[src/rtl/pll_ctl_pkg.sv]
package pll_ctl_pkg;

  typedef enum logic [1:0] {
    CSEL_OSC  = 2'd0,
    CSEL_PLL  = 2'd1,
    CSEL_DIV2 = 2'd2,
    CSEL_LIMP = 2'd3
  } clk_sel_e;

  // status word bit positions (software decodes them)
  localparam int STS_LOCK  = 0;
  localparam int STS_RSVD  = 1;
  localparam int STS_OFF   = 2;
  localparam int STS_MFLAG = 3;
  localparam int STS_MCLR  = 4;

  // clock source priority: limp > div2 > pll > bypass oscillator
  function automatic clk_sel_e pick_clk(input logic flag, input logic locking,
                                        input logic mult_nz);
    if (flag)         return CSEL_LIMP;
    else if (locking) return CSEL_DIV2;
    else if (mult_nz) return CSEL_PLL;
    else              return CSEL_OSC;
  endfunction

  // does a data word set any bit outside the legal mask
  function automatic logic has_illegal(input logic [15:0] data, input logic [15:0] legal);
    return (data & ~legal) != '0;
  endfunction

endpackage

[src/rtl/pll_wr_guard.sv]
module pll_wr_guard
  import pll_ctl_pkg::*;
#(
  parameter int DATA_W = 16,
  parameter int MULT_W = 4
) (
  input  logic              clk,
  input  logic              rst_n,
  input  logic              wr_en,
  input  logic              addr,
  input  logic [DATA_W-1:0] wdata,
  input  logic              prot_en,
  input  logic [MULT_W-1:0] mult_q,
  input  logic              pll_off_q,
  output logic              mult_wr_ok,
  output logic              sts_wr_ok,
  output logic              wr_block,
  output logic              wr_err
);

  localparam logic [15:0] STS_LEGAL  = 16'((1 << STS_LOCK) | (1 << STS_OFF) |
                                           (1 << STS_MFLAG) | (1 << STS_MCLR));
  localparam logic [15:0] MULT_LEGAL = 16'((1 << MULT_W) - 1);

  logic [15:0] wd16;
  logic        deny_prot, deny_rsvd, deny_off, deny_mult;

  assign wd16 = 16'(wdata);

  always_comb begin
    deny_prot = !prot_en;
    deny_rsvd = addr ? has_illegal(wd16, STS_LEGAL) : has_illegal(wd16, MULT_LEGAL);
    deny_off  = addr && wd16[STS_OFF] && (mult_q != '0);
    deny_mult = !addr && (wd16[MULT_W-1:0] != '0) && pll_off_q;
  end

  assign wr_block   = wr_en && (deny_prot || deny_rsvd || deny_off || deny_mult);
  assign mult_wr_ok = wr_en && !addr && !wr_block;
  assign sts_wr_ok  = wr_en &&  addr && !wr_block;

  always_ff @(posedge clk or negedge rst_n) begin
    if (!rst_n) wr_err <= 1'b0;
    else        wr_err <= wr_block;
  end

  // a write without protection release is reported next cycle
  a_r8_prot_reported: assert property (@(posedge clk) disable iff (!rst_n)
    (wr_en && !prot_en) |=> wr_err);

  // an error pulse always follows a write strobe
  a_r9_err_after_write: assert property (@(posedge clk) disable iff (!rst_n)
    wr_err |-> $past(wr_en));

endmodule

[src/rtl/pll_mult_lock.sv]
module pll_mult_lock #(
  parameter int MULT_W      = 4,
  parameter int LOCK_CYCLES = 32
) (
  input  logic              clk,
  input  logic              rst_n,
  input  logic              soft_rst,
  input  logic              mult_wr_ok,
  input  logic [MULT_W-1:0] mult_wdata,
  output logic [MULT_W-1:0] mult_q,
  output logic              locked,
  output logic              lock_start
);

  localparam int CW = $clog2(LOCK_CYCLES + 1);

  logic [CW-1:0] cnt_q;

  function automatic logic [CW-1:0] count_down(input logic [CW-1:0] c);
    return (c == '0) ? c : c - CW'(1);
  endfunction

  assign lock_start = mult_wr_ok && !soft_rst;
  assign locked     = (cnt_q == '0);

  always_ff @(posedge clk or negedge rst_n) begin
    if (!rst_n) begin
      mult_q <= '0;
      cnt_q  <= '0;
    end else if (soft_rst) begin
      mult_q <= '0;
      cnt_q  <= '0;
    end else if (mult_wr_ok) begin
      mult_q <= mult_wdata;
      cnt_q  <= CW'(LOCK_CYCLES);
    end else begin
      cnt_q  <= count_down(cnt_q);
    end
  end

  // every accepted write drops lock on the next cycle
  a_r7_lock_drop: assert property (@(posedge clk) disable iff (!rst_n)
    lock_start |=> !locked);

  // a soft reset lands in stable bypass
  a_r10_soft_bypass: assert property (@(posedge clk) disable iff (!rst_n)
    soft_rst |=> (locked && mult_q == '0));

endmodule

[src/rtl/pll_sts_bits.sv]
module pll_sts_bits (
  input  logic clk,
  input  logic rst_n,
  input  logic sts_wr_ok,
  input  logic wr_off,
  input  logic wr_clr,
  input  logic mclk_det,
  input  logic src_switch,
  output logic pll_off_q,
  output logic mflag_q,
  output logic flag_clr_ev
);

  // a clear comes from software or from the automatic source switch
  assign flag_clr_ev = (sts_wr_ok && wr_clr) || src_switch;

  always_ff @(posedge clk or negedge rst_n) begin
    if (!rst_n) begin
      pll_off_q <= 1'b0;
      mflag_q   <= 1'b0;
    end else begin
      if (sts_wr_ok)        pll_off_q <= wr_off;
      if (mclk_det)         mflag_q   <= 1'b1;
      else if (flag_clr_ev) mflag_q   <= 1'b0;
    end
  end

  // a detect pulse always sets the flag
  a_r2_det_sets: assert property (@(posedge clk) disable iff (!rst_n)
    mclk_det |=> mflag_q);

  // without a clear event the flag holds
  a_r3_sticky: assert property (@(posedge clk) disable iff (!rst_n)
    (mflag_q && !flag_clr_ev) |=> mflag_q);

  // a switch event without a fault clears it
  a_r4_auto_clear: assert property (@(posedge clk) disable iff (!rst_n)
    (src_switch && !mclk_det) |=> !mflag_q);

  // the power-down bit changes only on an accepted write
  a_r5_off_hold: assert property (@(posedge clk) disable iff (!rst_n)
    !sts_wr_ok |=> $stable(pll_off_q));

endmodule

[src/rtl/pll_ctl_regs.sv]
module pll_ctl_regs
  import pll_ctl_pkg::*;
#(
  parameter int DATA_W      = 16,
  parameter int MULT_W      = 4,
  parameter int LOCK_CYCLES = 32
) (
  input  logic              clk,
  input  logic              ext_rst_n,
  input  logic              wdog_rst_n,
  input  logic              mclk_rst,
  input  logic              dbg_rst,
  input  logic              wr_en,
  input  logic              addr,
  input  logic [DATA_W-1:0] wdata,
  input  logic              prot_en,
  output logic [DATA_W-1:0] rdata,
  output logic              wr_err,
  input  logic              mclk_det,
  input  logic              src_switch,
  input  logic              lp_mode,
  output logic [1:0]        clk_sel,
  output logic              pll_pd
);

  logic              por_n;
  logic              soft_rst;
  logic              mult_wr_ok, sts_wr_ok, wr_block;
  logic [MULT_W-1:0] mult_q;
  logic              locked, lock_start;
  logic              pll_off_q, mflag_q, flag_clr_ev;
  logic [DATA_W-1:0] sts_word;
  clk_sel_e          csel;

  // only the hard resets reach the register state
  assign por_n    = ext_rst_n & wdog_rst_n;
  assign soft_rst = mclk_rst | dbg_rst;

  pll_wr_guard #(.DATA_W(DATA_W), .MULT_W(MULT_W)) u_guard (
    .clk       (clk),
    .rst_n     (por_n),
    .wr_en     (wr_en),
    .addr      (addr),
    .wdata     (wdata),
    .prot_en   (prot_en),
    .mult_q    (mult_q),
    .pll_off_q (pll_off_q),
    .mult_wr_ok(mult_wr_ok),
    .sts_wr_ok (sts_wr_ok),
    .wr_block  (wr_block),
    .wr_err    (wr_err)
  );

  pll_mult_lock #(.MULT_W(MULT_W), .LOCK_CYCLES(LOCK_CYCLES)) u_lock (
    .clk       (clk),
    .rst_n     (por_n),
    .soft_rst  (soft_rst),
    .mult_wr_ok(mult_wr_ok),
    .mult_wdata(wdata[MULT_W-1:0]),
    .mult_q    (mult_q),
    .locked    (locked),
    .lock_start(lock_start)
  );

  pll_sts_bits u_sts (
    .clk        (clk),
    .rst_n      (por_n),
    .sts_wr_ok  (sts_wr_ok),
    .wr_off     (wdata[STS_OFF]),
    .wr_clr     (wdata[STS_MCLR]),
    .mclk_det   (mclk_det),
    .src_switch (src_switch),
    .pll_off_q  (pll_off_q),
    .mflag_q    (mflag_q),
    .flag_clr_ev(flag_clr_ev)
  );

  always_comb begin
    sts_word            = '0;
    sts_word[STS_LOCK]  = locked;
    sts_word[STS_OFF]   = pll_off_q;
    sts_word[STS_MFLAG] = mflag_q;
  end

  assign rdata   = addr ? sts_word : DATA_W'(mult_q);
  assign csel    = pick_clk(mflag_q, !locked, mult_q != '0);
  assign clk_sel = csel;
  assign pll_pd  = pll_off_q | lp_mode;

  // the PLL is never off with a non-bypass multiplier
  a_r6_off_bypass: assert property (@(posedge clk) disable iff (!por_n)
    pll_off_q |-> (mult_q == '0));

  // a set power-down bit always drives the power-down pin
  a_r11_pd_follows: assert property (@(posedge clk) disable iff (!por_n)
    pll_off_q |-> pll_pd);

  // a flagged fault always selects limp mode
  a_r12_limp: assert property (@(posedge clk) disable iff (!por_n)
    mflag_q |-> (clk_sel == 2'd3));

  // a blocked write leaves the multiplier as it was
  a_r9_block_keeps: assert property (@(posedge clk) disable iff (!por_n)
    (wr_block && !soft_rst) |=> $stable(mult_q));

endmodule

[config.mk]
export PLATFORM = sky130hd
export DESIGN_NAME = pll_ctl_regs
export DESIGN_NICKNAME = d
export VERILOG_FILES = /design/src/rtl/pll_ctl_pkg.sv /design/src/rtl/pll_wr_guard.sv /design/src/rtl/pll_mult_lock.sv /design/src/rtl/pll_sts_bits.sv /design/src/rtl/pll_ctl_regs.sv
export SDC_FILE = /design/constraint.sdc
export NUM_CORES = 1
export LEC_CHECK = 0
export BUFFER_PORTS_ARGS = -buffer_cell sky130_fd_sc_hd__buf_2
export CAP_MARGIN = 20
export CORE_UTILIZATION = 40
export DETAILED_ROUTE_END_ITERATION = 12
export GPL_TIMING_DRIVEN = 0
export PLACE_DENSITY = 0.73
export SLEW_MARGIN = 20
export SYNTH_ARGS = -nofsm -noshare
export SYNTH_HDL_FRONTEND = slang
export SYNTH_SLANG_ARGS = --single-unit
[constraint.sdc]
create_clock -name clk -period 3.4 [get_ports clk]
set_clock_uncertainty 0.1 [all_clocks]
set_input_delay 0.34 -clock clk [delete_from_list [all_inputs] [get_ports clk]]
set_output_delay 0.34 -clock clk [all_outputs]
set_load 0.02 [all_outputs]
==> results.md <==
- Tmin final: ~2.2 ns
- H-Tree Depth: 1
- Worst Hold Class: input pin to asynchronous set/reset pin
- Initial antenna violation count: 0
- Die X: just under 50 µm
- Clock Tree Root: clkbuf_4
- Crit share post-route: 0.6551
- Post-route ant nets: 0
- Post-CTS Setup Bufs: 0
- Vias in the first global route: around 710
- Multi-input gate area: 505.5 µm²
- Slew HR: 0.4538
- Synth Area in XOR/XNOR: 0.02913
- TritonCTS Sinks: 13
- Mapped Area: 902.1 µm²
- 1st-iter DRT viols: 11
- DP Area: ~1100 µm²
- Async SR Flop Fraction: 1.000
- Syn Inst Count: 99
- Worst Setup Path Type: flip-flop to output port
- GR Util All Layers: 0.1539
- # rows: 16
- First-pass GRT wire length: just under 3000 µm
- Pwr dens: between 500 and 600 nW/µm²
- Final Max Tran Viols: 0
- Routed wire length: approximately 1900 µm
- Max Fanout on Critical Path: 5
- Die height: just under 50 µm
- Post-synth EDFFs: 0
- RSZ-0062 raised after global routing: false
- Nets: around 180
- Layout cells sized above 1: 0.3919
- Worst setup margin: around 1.2 ns
- Post-synth top area cell: dfrtp_1
- Syn-to-layout area delta: 30.24%
- Largest family of logic cells by synthesized area: simple AND/OR/NAND/NOR gates
- Initial Util: 0.4418
- DRC Markers: 0
- Reg area: between 300 and 400 µm²
- Count leader, synth: dfrtp_1
- Crit start category: flip-flop
- Maximum vdd drop: a little under 400 µV
- Synth Area in Compound Gates: 0.1262
- Final core utilization: 0.5754
- CP Data Required Time: a little under 3 ns
- Post-synthesis cell type count: 39
- Port Buf Inserts: 34
- Most common library cells after synthesis: dfrtp_1, buf_4, a21oi_1, nor2_1, nand3_1
- Synth Register Bits: 13
- Worst-Margin Slew: a little over 0.8 ns
- Synth top area share: 0.3606
- # setup viols final: 0
- Setup TNS: 0 ns
- Worst-path clk slew: ~0.09 ns
- Clk buf depth: 2
- Final instance area: approximately 1200 µm²
- Filler Cells Inserted: between 200 and 250
- Initial DRT Pass Iterations: 4
- Final HPWL DP: between 1500 and 2000 µm
- Number of top-level pins: 47
- Multiplexer share of the synthesized area: 0.07212
- DR vias: about 850
- DR vias/cell: about 4.9
- Top cells by area, synth: dfrtp_1, buf_4, mux2_2, a21oi_1, ha_1
- RD Place Congestion: 0.8634
- Ys Warns: 0
- Main synth FF type: dfrtp_1
- Fin. Hold Viols: 0
- Die area: approximately 2400 µm²
- Post-CTS Resized: 0
- Max Fclk: around 0.45 GHz
- Worst-skew pair later-pin latency: 0.27 ns
- Diodes inserted: 0
- Post-Synth Simple-Gate Area: 0.2552
- Endpoint class of the critical path: output port
- Adder-Cell Fraction of Synth Area: 0.02774
- Largest net degree at the start of global routing: 14
- Max cap viols: 0
- Core ar.: between 2000 and 2500 µm²
- Inserted Clock Buffers: 3
- Avg WL per Cell: 10.89 µm
- Avg Cell Area, Syn: 9.112 µm²
- TritonCTS clock tree: done
- Status: finished, final reports clean
- Hold Buf Count CTS: 0
- GRT overflow: 0
- Pleak: between 0.6 and 0.7 nW
- Post-place setup slack: approximately 1.2 ns
- Post-synthesis sequential area ratio: 0.3606
- Worst EP arrival: between 1.5 and 2 ns
final cells by class:
| type | count | share of cell area |
|---|---|---|
| well taps | 27 | 0.02875 |
| repair buffers | 34 | 0.1448 |
| inverters | 4 | 0.01278 |
| plain buffers | 14 | 0.08307 |
| clock buffers | 3 | 0.01917 |
| multi-input cells | 79 | 0.4302 |
| flip-flops and latches | 13 | 0.2769 |
| clock inverters | 1 | 0.004260 |
layer usage:
layer | wire length, µm | global-route usage
met1 | 840 | 0.1939
met2 | 934 | 0.2671
met4 | 21 | 0.04286
met3 | 110 | 0.02778
met5 | 0 | 0
per-stage QoR:
step           hold slack [ns]  power, mW  std cells
2_1_floorplan           0.2065     0.4925        110
3_3_place_gp            0.3580     0.5633        171
3_5_place_dp            0.3713     0.5726        171
4_1_cts                0.07152     0.6676        175
5_1_grt                 0.1023     0.7197        175
6_report               0.05999     0.6624        175
registers in the layout, summed over array words and instances, names as in the netlist:
signal / cells
u_lock.mult_q: 4
u_sts.mflag_q: 1
u_guard.wr_err: 1
u_lock.cnt_q: 6
u_sts.pll_off_q: 1
cells in the final DEF, fill, tap and decap left out, types with 2 or more instances in the layout:
| master | count |
|---|---|
| nor2_1 | 6 |
| or2_2 | 3 |
| inv_1 | 4 |
| mux2_2 | 3 |
| a21oi_1 | 6 |
| a21o_1 | 2 |
| dfrtp_1 | 13 |
| nor4_1 | 2 |
| nand3_1 | 5 |
| nand2b_1 | 2 |
| conb_1 | 12 |
| xor2_1 | 2 |
| buf_4 | 12 |
| o21ai_1 | 4 |
| nor3_1 | 3 |
| ha_1 | 2 |
| nand2_1 | 3 |
| mux2i_1 | 2 |
| or4_1 | 3 |
| clkbuf_4 | 3 |
| buf_2 | 34 |
| or3_1 | 2 |
power by group:
group          internal, mW  leakage (nW)  switching (mW)
clock network        0.0435        0.0177          0.0514
logic                 0.161         0.416           0.202
registers             0.182         0.175          0.0229
total                 0.387         0.608           0.276
worst paths after layout:
check,endpoint,cells past startpoint,slack (ns),start
max,rdata[0],4,1.17,u_lock.cnt_q[2]$_DFFE_PN0P_
min,u_sts.pll_off_q$_DFFE_PN0P_,2,0.06,wdog_rst_n
max reg2reg,u_sts.mflag_q$_DFFE_PN0P_,4,1.31,u_lock.mult_q[1]$_DFFE_PN0P_
min reg2reg,u_lock.mult_q[1]$_DFFE_PN0P_,2,0.47,u_lock.mult_q[1]$_DFFE_PN0P_
max in group asynchronous,u_lock.cnt_q[0]$_DFFE_PN0P_,2,2.73,ext_rst_n
min in group clk,u_sts.mflag_q$_DFFE_PN0P_,2,0.17,mclk_det
worst max-delay path, stage by stage (launching register included):
cell and delay, ns:
dfrtp_1 0.43, or3_1 0.44, nor2_1 0.28, mux2_2 0.21, buf_2 0.15
logic make-up after synthesis:
group,count (synthesis)
mux,6
compound gates,18
simple gates,38
fa+ha+maj,2
buf+inv,18
other cells,1
flops,13
xor+xnor,3
No activity file was read; power rests on OpenSTA's default activity.
